$ cat src/rtl/ffx_pkg.sv
package ffx_pkg;

  typedef enum logic {
    FFX_MODE_WIDE   = 1'b0,
    FFX_MODE_NARROW = 1'b1
  } ffx_mode_e;

  localparam int FFX_NUM_MODES = 2;

  // Rotation amounts of the nonlinear function, per mode:
  // g(X) = (rotl(X,a) & rotl(X,b)) ^ rotl(X,c); sel 0 -> a, 1 -> b, 2 -> c
  function automatic int ffx_rot(input int mode, input int sel);
    int r;
    if (mode == 0) begin
      r = (sel == 0) ? 1 : (sel == 1) ? 8 : 2;
    end else begin
      r = (sel == 0) ? 0 : (sel == 1) ? 5 : 1;
    end
    return r;
  endfunction

endpackage

$ cat src/rtl/ffx_rotfn.sv
module ffx_rotfn #(
  parameter int W  = 32,
  parameter int RA = 1,
  parameter int RB = 8,
  parameter int RC = 2
) (
  input  logic [W-1:0] x,
  output logic [W-1:0] y
);
  localparam int RA_M = RA % W;
  localparam int RB_M = RB % W;
  localparam int RC_M = RC % W;

  logic [2*W-1:0] dbl;
  logic [W-1:0]   rot_a, rot_b, rot_c;

  always_comb begin
    dbl   = {x, x};
    rot_a = dbl[2*W-1-RA_M -: W];
    rot_b = dbl[2*W-1-RB_M -: W];
    rot_c = dbl[2*W-1-RC_M -: W];
    y     = (rot_a & rot_b) ^ rot_c;
  end
endmodule

$ cat src/rtl/ffx_round.sv
module ffx_round
  import ffx_pkg::*;
#(
  parameter int W = 32
) (
  input  logic      [W-1:0] up,
  input  logic      [W-1:0] lo,
  input  logic      [W-1:0] key,
  input  ffx_mode_e         mode,
  output logic      [W-1:0] up_nx,
  output logic      [W-1:0] lo_nx
);
  logic [W-1:0] g_all [FFX_NUM_MODES];
  logic [W-1:0] g_sel;

  for (genvar m = 0; m < FFX_NUM_MODES; m++) begin : g_mode
    ffx_rotfn #(
      .W (W),
      .RA(ffx_rot(m, 0)),
      .RB(ffx_rot(m, 1)),
      .RC(ffx_rot(m, 2))
    ) u_fn (
      .x(up),
      .y(g_all[m])
    );
  end

  always_comb begin
    g_sel = (mode == FFX_MODE_NARROW) ? g_all[1] : g_all[0];
    up_nx = g_sel ^ lo ^ key;
    lo_nx = up;
  end
endmodule

$ cat src/rtl/ffx_ctrl.sv
module ffx_ctrl #(
  parameter int ROUNDS = 44,
  parameter int IDX_W  = 6
) (
  input  logic             clk,
  input  logic             rst,
  input  logic             accept,
  output logic             busy,
  output logic             done,
  output logic [IDX_W-1:0] idx
);
  localparam logic [IDX_W-1:0] LAST = IDX_W'(ROUNDS - 1);

  logic last_rnd;
  assign last_rnd = busy && (idx == LAST);

  always_ff @(posedge clk) begin
    if (rst) begin
      busy <= 1'b0;
      done <= 1'b0;
      idx  <= '0;
    end else begin
      done <= last_rnd;
      if (accept) begin
        busy <= 1'b1;
        idx  <= '0;
      end else if (last_rnd) begin
        busy <= 1'b0;
        idx  <= '0;
      end else if (busy) begin
        idx  <= idx + 1'b1;
      end
    end
  end
endmodule

$ cat src/rtl/ffx_encrypt.sv
module ffx_encrypt
  import ffx_pkg::*;
#(
  parameter  int HALF_W = 32,
  parameter  int ROUNDS = 44,
  localparam int BLK_W  = 2 * HALF_W,
  localparam int IDX_W  = $clog2(ROUNDS)
) (
  input  logic              clk,
  input  logic              rst,
  input  logic              in_valid,
  output logic              in_ready,
  input  logic [BLK_W-1:0]  in_data,
  input  logic              in_mode,
  input  logic [HALF_W-1:0] rk,
  output logic [IDX_W-1:0]  rk_idx,
  output logic [BLK_W-1:0]  ct,
  output logic              done
);
  logic              busy, accept;
  logic [HALF_W-1:0] up_q, lo_q, up_nx, lo_nx;
  ffx_mode_e         mode_q;

  assign in_ready = !busy;
  assign accept   = in_valid && in_ready;

  ffx_ctrl #(
    .ROUNDS(ROUNDS),
    .IDX_W (IDX_W)
  ) u_ctrl (
    .clk   (clk),
    .rst   (rst),
    .accept(accept),
    .busy  (busy),
    .done  (done),
    .idx   (rk_idx)
  );

  ffx_round #(.W(HALF_W)) u_round (
    .up   (up_q),
    .lo   (lo_q),
    .key  (rk),
    .mode (mode_q),
    .up_nx(up_nx),
    .lo_nx(lo_nx)
  );

  always_ff @(posedge clk) begin
    if (rst) begin
      up_q   <= '0;
      lo_q   <= '0;
      mode_q <= FFX_MODE_WIDE;
    end else if (accept) begin
      up_q   <= in_data[BLK_W-1:HALF_W];
      lo_q   <= in_data[HALF_W-1:0];
      mode_q <= ffx_mode_e'(in_mode);
    end else if (busy) begin
      up_q   <= up_nx;
      lo_q   <= lo_nx;
    end
  end

  assign ct = {up_q, lo_q};
endmodule

$ cat config.mk
export PLATFORM = sky130hd
export DESIGN_NAME = ffx_encrypt
export DESIGN_NICKNAME = d
export VERILOG_FILES = /design/src/rtl/ffx_pkg.sv /design/src/rtl/ffx_rotfn.sv /design/src/rtl/ffx_round.sv /design/src/rtl/ffx_ctrl.sv /design/src/rtl/ffx_encrypt.sv
export SDC_FILE = /design/constraint.sdc
export NUM_CORES = 1
export LEC_CHECK = 0
export ABC_AREA = 1
export BUFFER_PORTS_ARGS = -buffer_cell sky130_fd_sc_hd__buf_2
export CELL_PAD_IN_SITES_DETAIL_PLACEMENT = 1
export CELL_PAD_IN_SITES_GLOBAL_PLACEMENT = 1
export CORE_AREA = 2 2 124 126
export CTS_BUF_LIST = sky130_fd_sc_hd__clkbuf_4 sky130_fd_sc_hd__clkbuf_8
export CTS_CLUSTER_DIAMETER = 40
export DETAILED_ROUTE_END_ITERATION = 6
export DIE_AREA = 0 0 126 128
export PLACE_DENSITY = 0.9
export SLEW_MARGIN = 10
export SYNTH_ARGS = -nofsm -noshare
export SYNTH_HDL_FRONTEND = slang
export SYNTH_SLANG_ARGS = --single-unit
$ cat constraint.sdc
create_clock -name clk -period 2.7 [get_ports clk]
set_input_delay 0.54 -clock clk [delete_from_list [all_inputs] [get_ports clk]]
set_output_delay 0.54 -clock clk [all_outputs]
set_load 0.005 [all_outputs]
==> summary.txt, run 1 <==
Power
  – Tot Pwr: 3110 uW
  – Leakage power total: 0.00348 uW
  – Power per cell area: 478 mW/mm^2
  – Worst vdd ir: 0.238 mV

Timing
  – Fin. Hold Viols: 0
  – Total negative slack: 0 ps
  – Final period util: 67.0%
  – Slew Limit Fails: 0
  – WHS: 458 ps
  – Least-Margin Pin Slew: 731 ps
  – RSZ-0062 raised after global routing: false
  – Setup-failing EPs final: 0
  – Tmin final: 1810 ps
  – Clock Skews: 9.10 ps
  – F_max: 0.553 GHz
  – Worst slew margin: 51.2%

Final layout
  – Layout cell share with drive strength beyond 1: 18.7%
  – Final net count: 1187
  – Layout Cells excl Fill: 1279
  – Fillers: 2172
  – Area grow syn2layout: 17.4%
  – Design area: 0.00651 mm^2

Yosys
  – Seq cells post-synth: 73
  – Number of synthesized flops with an enable pin: 0
  – Synth Flop Type: dfxtp_1
  – Syn_area_per_cell: 5.76 um^2
  – Synth area leader: dfxtp_1
  – Most instantiated cells after synthesis: nand2_1 (345), nand3_1 (211), inv_1 (129)
  – Synth area leaders: dfxtp_1 (26%), nand2_1 (23%), nand3_1 (19%)
  – Post-synthesis net count: 1064
  – Sequential fraction of the synthesis area: 26.4%
  – Synthesized area: 0.00554 mm^2
  – Post-synth ARST share: 0%
  – Yosys Warn Count: 0
  – Synthesized instance count: 963
  – Netlist cell types: 29
  – Top-count cell post-synth: nand2_1
  – Synth top area share: 26.4%

Clock network
  – Skew-Pair Late Insertion Delay: 380 ps
  – CTS H-Tree Depth: 3
  – CTS Buffer Depth: 2
  – Num CTS Buffers: 9
  – CTS tree: yes
  – Clk sinks: 73
  – Root Driver: clkbuf_8
  – Setup Fix Bufs, Post-CTS: 0
  – CTS Hold Bufs: 0
  – Clock slew at reported path FFs: 80 ps
  – Post_cts resized: 0

Setup path
  – Family with the most delay on the worst path: buffers and inverters
  – CP startpoint: u_ctrl.busy
  – Reg2reg start: u_ctrl.busy
  – FF-to-FF End: u_ctrl.idx[5]
  – Crit path capture type: flip-flop
  – Critical Path Source Type: flip-flop
  – Critical path's slowest cell: buf_4
  – Required time worst endpoint: 2960 ps
  – Max incr delay on CP: 530 ps
  – CP bufs+invs: 2
  – R2R Setup Slk: 890 ps
  – Crit path arrival time: 2070 ps
  – Cell count of the worst reg-to-reg path: 6
  – CP Max Fanout: 53
  – CP Class: flip-flop to flip-flop
  – Crit-path cells: buf_4 > nand2_1 > inv_1 > nand4_1 > nand3_1 > a21oi_1

Detailed routing
  – Via Count: 6551
  – DRT Pass-1 Iters: 5
  – Drt drc: 0
  – Wirelength per Cell: 15.7 um
  – Final wirelength: 20000 um
  – DRT antenna net count: 0
  – Vias per cell: 5.12
  – Violation count after the first detailed-route iteration: 285

Place
  – Post-DP HPWL: 14300 um
  – DP Area: 0.00632 mm^2
  – Dpl cells: 1263
  – I/O Buffers: 171
  – Gp weighted congestion: 0.782

Die
  – Die H: 128 um
  – Die width: 126 um
  – Row count: 45
  – Core area: 0.0149 mm^2
  – DIE AREA: 0.0161 mm^2
  – Initial core utilization: 37.3%
  – I/O pin total: 172

GRT
  – First-pass GRT wire length: 32900 um
  – Vias in the first global route: 6711
  – Global route total overflow: 0
  – Antenna violations before repair: 0
  – GR Util All Layers: 25.2%
  – Largest net degree at the start of global routing: 65

Worst hold path
  – Hold Path Sink: lo_q[1]
  – HP Start: in_data[1]
  – Worst Hold Class: input port to flip-flop
  – Worst Hold Depth: 5

Flow run
  – Max Cap Violations: 0

Run status
  – Status: finished clean
-- per-layer routing --
layer / routed length [um] / global-route usage (%) / vias to the layer above
met5: 0 / 0 / -
met4: 313 / 8.47 / 0
met3: 1090 / 3.38 / 19
met2: 9840 / 44.6 / 162
met1: 8800 / 31.5 / 3100
li1: - / - / 3270
-- area by class of cell --
type	count	area (um^2)	share of cell area, %
inverters	136	523	8.04
well taps	188	235	3.61
clock buffers	11	139	2.13
repair buffers	177	901	13.8
flip-flops and latches	73	1460	22.5
multi-input cells	689	3200	49.2
clock inverters	4	45.0	0.692
diodes	1	2.50	0.0384
-- cells in the final DEF (no fill, tap or decap), drive strengths merged --
cell type  instances
nor3               1
clkinv             4
xor2               1
buf              177
inv              135
nor2               9
dfxtp             73
nand3            211
o21ai             33
bufinv             1
o211ai            15
ha                 1
nor3b              1
xnor2             33
nand4              1
or2                1
nand2            347
clkbuf            11
diode              1
a21oi             35
-- how the worst max path moves through the flow --
stage                         end  slack, ps  cells past startpoint
global route        u_ctrl.idx[0]        750                      6
global placement    u_ctrl.idx[5]       1020                      6
detailed placement  u_ctrl.idx[5]        900                      6
CTS                 u_ctrl.idx[5]        880                      6
finish              u_ctrl.idx[5]        890                      6
floorplan                lo_q[21]       1440                      5
-- registers in the layout, indices dropped and copies added, names as in the netlist --
name	flops
u_ctrl.done	1
up_q	32
u_ctrl.idx	6
u_ctrl.busy	1
lo_q	32
mode_q	1
-- logic make-up after synthesis --
logic type	after synthesis	share of synthesized area, %
AND/OR/NAND/NOR	571	43.8
adder cells (fa/ha/maj)	1	0.226
flip-flops	73	26.4
AO/OA/AOI/OAI	83	8.31
buffers and inverters	201	15.9
XOR/XNOR	34	5.37
-- worst min-delay path, stage by stage --
cell and delay, ps:
buf_2 70, nand2_1 40, nand3_1 70, nand2_1 40
inv_1 40
-- per-stage QoR --
stage	setup WS, ps	utilization (%)
after floorplan	1440	-
after global placement	1020	42.5
after detailed placement	904	42.5
after CTS	884	43.8
after global routing	747	43.8
final	890	43.8
-- power breakdown --
part / total, uW / internal (uW) / switching, uW
Sequential: 1370 / 1160 / 207
Clock: 882 / 438 / 444
Combinational: 863 / 347 / 517
(Power assumes the default switching activity.)
==> run 2: changes to the inputs <==
Settings changed: CORE_AREA 2 2 124 126 to 2 2 135 137, DIE_AREA 0 0 126 128 to 0 0 137 139, PLACE_DENSITY 0.9 to 0.81.
Clock period 2.7 ns to 1.5 ns, I/O delays scaled along.
==> summary.txt, run 2 (same netlist as run 1, synthesis figures left out) <==
Final layout
  – Design area: 0.00698 mm^2 (was 0.00651 mm^2)
  – Most common cell after layout, fill and taps aside: nand2_1 (unchanged)
  – Area of the multi-input gates: 0.00320 mm^2 (unchanged)
  – Final net count: 1228 (was 1187)
  – Commonest non-fill, non-tap cells in the layout: nand2_1 (345), nand3_1 (211), buf_2 (171), inv_1 (129), dfxtp_1 (58) (was nand2_1 (345), nand3_1 (211), buf_2 (171), inv_1 (129), dfxtp_1 (72))
  – Fillers: 2448 (was 2172)
  – Layout cell share with drive strength beyond 1: 23.0% (was 18.7%)
  – Area grow syn2layout: 25.9% (was 17.4%)
  – Biggest regs: lo_q x32, up_q x32, u_ctrl.idx x6 (unchanged)
  – Layout Cells excl Fill: 1361 (was 1279)
  – Storage cell area: 0.00148 mm^2 (was 0.00146 mm^2)
  – ANT cells: 0 (was 1)

Place
  – DP Worst Slack: 112 ps (was 904 ps)
  – Post-DP HPWL: 16100 um (was 14300 um)
  – I/O Buffers: 171 (unchanged)
  – Dpl cells: 1345 (was 1263)
  – DP Area: 0.00673 mm^2 (was 0.00632 mm^2)
  – Gp weighted congestion: 0.823 (was 0.782)

Die
  – Die width: 137 um (was 126 um)
  – Die H: 139 um (was 128 um)
  – Core area: 0.0177 mm^2 (was 0.0149 mm^2)
  – Initial core utilization: 31.4% (was 37.3%)
  – Row count: 49 (was 45)
  – DIE AREA: 0.0190 mm^2 (was 0.0161 mm^2)
  – I/O pin total: 172 (unchanged)

Clock network
  – CTS Hold Bufs: 0 (unchanged)
  – Num CTS Buffers: 9 (unchanged)
  – CTS Buffer Depth: 2 (unchanged)
  – Skew-Pair Late Insertion Delay: 380 ps (about the same)
  – Root Driver: clkbuf_8 (unchanged)
  – CTS tree: yes (unchanged)
  – Clock slew at reported path FFs: 90 ps (was 80 ps)
  – Clk sinks: 73 (unchanged)
  – CTS H-Tree Depth: 3 (unchanged)
  – Setup Fix Bufs, Post-CTS: 0 (unchanged)

Setup path
  – Max incr delay on CP: 500 ps (was 530 ps)
  – Crit-path cells: buf_4 > buf_2 (was buf_4 > nand2_1 > inv_1 > nand4_1 > nand3_1 > a21oi_1)
  – R2R Setup Slk: 150 ps (was 890 ps)
  – Critical path's slowest cell: dfxtp_2 (was buf_4)
  – Crit path arrival time: 1140 ps (was 2070 ps)
  – CP startpoint: up_q[17] (was u_ctrl.busy)
  – CP Max Fanout: 12 (was 53)
  – CP Class: flip-flop to output pin (was flip-flop to flip-flop)
  – Required time worst endpoint: 1200 ps (was 2960 ps)
  – Critical Path Source Type: flip-flop (unchanged)
  – Reg2reg start: u_ctrl.busy (unchanged)
  – Crit path capture type: output pin (was flip-flop)

Timing
  – PnR worst setup slack: 56.5 ps (was 890 ps)
  – Worst slew margin: 74.9% (was 51.2%)
  – Fin. Hold Viols: 0 (unchanged)
  – F_max: 0.693 GHz
  – Tmin final: 1440 ps
  – Clock Skews: 10.2 ps (was 9.10 ps)
  – Slew Limit Fails: 0 (unchanged)
  – Final period util: 96.2%
  – RSZ-0062 raised after global routing: false (unchanged)
  – Least-Margin Pin Slew: 374 ps (was 731 ps)
  – Total negative slack: 0 ps (unchanged)
  – Setup-failing EPs final: 0 (unchanged)

Flow run
  – Max Cap Violations: 0 (unchanged)

Run status
  – Status: finished clean (unchanged)

GRT
  – First-pass GRT wire length: 33900 um (was 32900 um)
  – Antenna violations before repair: 0 (unchanged)
  – Global route total overflow: 0 (unchanged)
  – Largest net degree at the start of global routing: 42 (was 65)
  – GR Util All Layers: 22.4% (was 25.2%)
  – Vias in the first global route: 6721 (was 6711)

Detailed routing
  – Via Count: 6767 (was 6551)
  – DRT antenna net count: 0 (unchanged)
  – Final wirelength: 21300 um (was 20000 um)
  – DRT Pass-1 Iters: 4 (was 5)
  – Vias per cell: 4.97 (was 5.12)
  – Wirelength per Cell: 15.6 um (was 15.7 um)
  – Drt drc: 0 (unchanged)
  – Violation count after the first detailed-route iteration: 304 (was 285)

Worst hold path
  – HP Start: in_data[17] (was in_data[1])
  – Worst Hold Class: input port to flip-flop (unchanged)

Power
  – Worst vdd ir: 0.365 mV (was 0.238 mV)
  – Power per cell area: 875 mW/mm^2 (was 478 mW/mm^2)
  – Leakage power total: 0.00373 uW (was 0.00348 uW)
==> run 2: cell types whose count changed in the layout (fill, tap and decap cells not counted), moves of 2 or more <==
cell      change
dfxtp_1      -14
clkbuf_4      -2
buf_12        +4
buf_4        +37
dfxtp_2      +14
clkbuf_8      +2
==> run 2: worst max-delay path, delay by kind of cell, from the launching register on <==
| family | cells | cell delay [ps] |
|---|---|---|
| buf+inv | 2 | 270 |
| flops | 1 | 500 |
==> run 2: timing repair <==
action | in CTS | in global routing
endpoints found under the setup margin | 10 | 4
cloned | 0 | 0
resized for setup | 10 | 4
==> run 2: final cells by class <==
cell class	count	share of cell area [%]
multi-input cells	689	45.9
flip-flops and latches	73	21.2
repair buffers	218	18.0
inverters	136	7.50
well taps	229	4.11
clock buffers	11	2.17
clock inverters	5	1.11
==> run 2: report_power, final <==
group          switching (uW)  leakage [uW]  internal [uW]
sequential                250      0.000606           2100
combinational            1110       0.00300            755
clock                     870      0.000115           1020
==> run 2: worst paths after layout <==
check | to | depth (start not counted)
setup / recovery | ct[49] | 2
hold / removal | lo_q[17] | 5
setup reg to reg | up_q[9] | 8
hold reg to reg | u_ctrl.idx[5] | 2
==> run 2: per-stage QoR <==
| step | total power, uW | hold slack [ps] | utilization [%] |
|---|---|---|---|
| floorplan | 3480 | 482 | - |
| global placement | 4160 | 494 | 38.1 |
| detailed placement | 4240 | 495 | 38.1 |
| CTS | 6150 | 203 | 39.5 |
| global route | 6480 | 227 | 39.5 |
| finish | 6100 | 213 | 39.5 |
==> run 2: per-layer routing <==
metal	vias up	track usage [%]	wire [um]
li1	3348	-	-
met1	3202	28.6	9590
met2	193	38.5	10100
met3	24	4.17	1290
met4	0	5.64	278
met5	-	0	0
==> run 3: changes to the inputs <==
Settings changed: BUFFER_PORTS_ARGS -buffer_cell sky130_fd_sc_hd__buf_2 to unset, CORE_AREA 2 2 135 137 to 2 2 121 123, DIE_AREA 0 0 137 139 to 0 0 123 125, DONT_BUFFER_PORTS set to 1.
==> summary.txt, run 3 (same netlist as run 1, synthesis figures left out) <==
Run status
  – Status: finished clean (unchanged)

Final layout
  – Design area: 0.00620 mm^2 (was 0.00698 mm^2)
  – Storage cell area: 0.00147 mm^2 (was 0.00148 mm^2)
  – Biggest regs: lo_q x32, up_q x32, u_ctrl.idx x6 (unchanged)
  – Most common cell after layout, fill and taps aside: nand2_1 (unchanged)
  – Area of the multi-input gates: 0.00321 mm^2 (was 0.00320 mm^2)
  – Commonest non-fill, non-tap cells in the layout: nand2_1 (345), nand3_1 (210), inv_1 (129), dfxtp_1 (70), buf_4 (54) (was nand2_1 (345), nand3_1 (211), buf_2 (171), inv_1 (129), dfxtp_1 (58))
  – Layout cell share with drive strength beyond 1: 9.44% (was 23.0%)
  – ANT cells: 0 (unchanged)
  – Fillers: 1978 (was 2448)
  – Area grow syn2layout: 11.9% (was 25.9%)
  – Final net count: 1071 (was 1228)

Power
  – Reg power frac: 39.2% (was 38.4%)
  – Net Sw Frac: 36.4% (was 36.5%)
  – Int Power: 3680 uW (was 3870 uW)
  – Logic pwr share: 30.3% (was 30.5%)
  – Worst vdd ir: 0.410 mV (was 0.365 mV)
  – Power per cell area: 934 mW/mm^2 (was 875 mW/mm^2)
  – Leakage power total: 0.00307 uW (was 0.00373 uW)
  – Sw power: 2110 uW (was 2230 uW)
  – Clock power share: 30.5% (was 31.0%)
  – Tot Pwr: 5790 uW (was 6100 uW)

Place
  – DP Area: 0.00592 mm^2 (was 0.00673 mm^2)
  – Gp weighted congestion: 0.797 (was 0.823)
  – I/O Buffers: 0 (was 171)
  – Post-DP HPWL: 14600 um (was 16100 um)

Setup path
  – Required time worst endpoint: 1200 ps (about the same)
  – Critical path's slowest cell: dfxtp_1 (was dfxtp_2)
  – CP bufs+invs: 1 (was 2)
  – Critical Path Source Type: flip-flop (unchanged)
  – Crit-path cells: buf_4 (was buf_4 > buf_2)
  – Crit path arrival time: 1100 ps (was 1140 ps)
  – CP Class: flip-flop to output pin (unchanged)
  – Family with the most delay on the worst path: flip-flops (unchanged)
  – CP Max Fanout: 10 (was 12)
  – Crit path capture type: output pin (unchanged)
  – Max incr delay on CP: 530 ps (was 500 ps)

Worst hold path
  – Worst Hold Class: input port to flip-flop (unchanged)

Detailed routing
  – DRT antenna net count: 0 (unchanged)
  – DRT Pass-1 Iters: 5 (was 4)
  – Wirelength per Cell: 17.5 um (was 15.6 um)
  – Drt drc: 0 (unchanged)
  – Violation count after the first detailed-route iteration: 295 (was 304)
  – Final wirelength: 20300 um (was 21300 um)
  – Via Count: 6197 (was 6767)
  – Vias per cell: 5.35 (was 4.97)

Die
  – Row count: 44 (was 49)
  – Initial core utilization: 39.0% (was 31.4%)
  – DIE AREA: 0.0154 mm^2 (was 0.0190 mm^2)
  – Die H: 125 um (was 139 um)
  – Core area: 0.0142 mm^2 (was 0.0177 mm^2)
  – I/O pin total: 172 (unchanged)
  – Die width: 123 um (was 137 um)

Clock network
  – CTS Buffer Depth: 2 (unchanged)
  – Clock slew at reported path FFs: 90 ps (about the same)
  – Num CTS Buffers: 9 (unchanged)
  – CTS tree: yes (unchanged)
  – Root Driver: clkbuf_8 (unchanged)
  – Clk sinks: 73 (unchanged)
  – Skew-Pair Late Insertion Delay: 380 ps (about the same)
  – CTS H-Tree Depth: 3 (unchanged)

Timing
  – Clock Skews: 11.2 ps (was 10.2 ps)
  – Least-Margin Pin Slew: 353 ps (was 374 ps)
  – F_max: 0.714 GHz (was 0.693 GHz)
  – Tmin final: 1400 ps (was 1440 ps)
  – Worst slew margin: 76.4% (was 74.9%)
  – Fin. Hold Viols: 0 (unchanged)
  – Setup-failing EPs final: 0 (unchanged)
  – RSZ-0062 raised after global routing: true (was false)
  – Final period util: 93.3% (was 96.2%)
  – Slew Limit Fails: 0 (unchanged)

GRT
  – Largest net degree at the start of global routing: 34 (was 42)
  – Vias in the first global route: 6330 (was 6721)
  – Global route total overflow: 0 (unchanged)
  – GR Util All Layers: 26.8% (was 22.4%)
  – First-pass GRT wire length: 32300 um (was 33900 um)
  – Antenna violations before repair: 0 (unchanged)

Flow run
  – Max Cap Violations: 0 (unchanged)
run 3: cell count changes in the layout (fill, tap and decap cells not counted), moves of 2 or more:
cell / delta
dfxtp_2: -13
buf_12: +2
clkbuf_4: +2
dfxtp_1: +12
buf_2: -171
buf_4: +11
run 3: layout make-up:
class / instances / area share, %
Clock inverter: 2 / 0.565
Clock buffer: 14 / 2.90
Multi-Input combinational cell: 689 / 51.7
Tap cell: 184 / 3.71
Timing Repair Buffer: 61 / 9.00
Sequential cell: 73 / 23.7
Inverter: 136 / 8.47
run 3: repair_timing:
item	CTS	global route
hold buffers	1	0
gates resized for setup	0	5
endpoints found under the hold margin	33	0
cloned	1	0
endpoints found under the setup margin	6	12
buffers inserted	0	0
run 3: through the flow:
stage	worst slack (ps)	setup TNS (ps)	util (%)	cells	hold WS, ps
6_report	100	0	43.7	1159	137
5_1_grt	-20.3	-28.2	43.7	1159	156
4_1_cts	22.1	0	43.6	1159	123
3_5_place_dp	-41.4	-178	41.7	1141	376
3_3_place_gp	70.5	0	41.7	1141	375
2_1_floorplan	369	0	-	963	482
run 3: power groups by stage:
stage,Sequential (uW),Combinational [uW],Clock [uW]
2_1_floorplan,2250,1220,0
3_3_place_gp,2310,1630,0
3_5_place_dp,2320,1700,0
4_1_cts,2270,1760,1820
5_1_grt,2300,1980,1890
6_report,2270,1750,1770
run 3: tightest hold or removal path: cells and delay by family:
kind | cells | cell delay, ps
and+or+nand+nor | 3 | 150
buffers and inverters | 1 | 40
run 3: per-layer routing:
layer  global-route usage, %  up-vias  part of all wire, %
met5                       0        -                    0
met4                    7.69        0                  1.2
met3                    5.89       24                  6.9
met2                    46.6      170                   49
met1                    32.9     2967                   43
li1                        -     3036                    -
run 3: path summary, 6_finish.rpt:
check / startpoint / end / slack [ps] / cells after the start
max: up_q[30] / ct[62] / 100 / 1
min: in_data[17] / lo_q[17] / 140 / 4
max reg2reg: u_ctrl.busy / lo_q[26] / 140 / 8
min reg2reg: u_ctrl.idx[5] / u_ctrl.idx[5] / 520 / 2
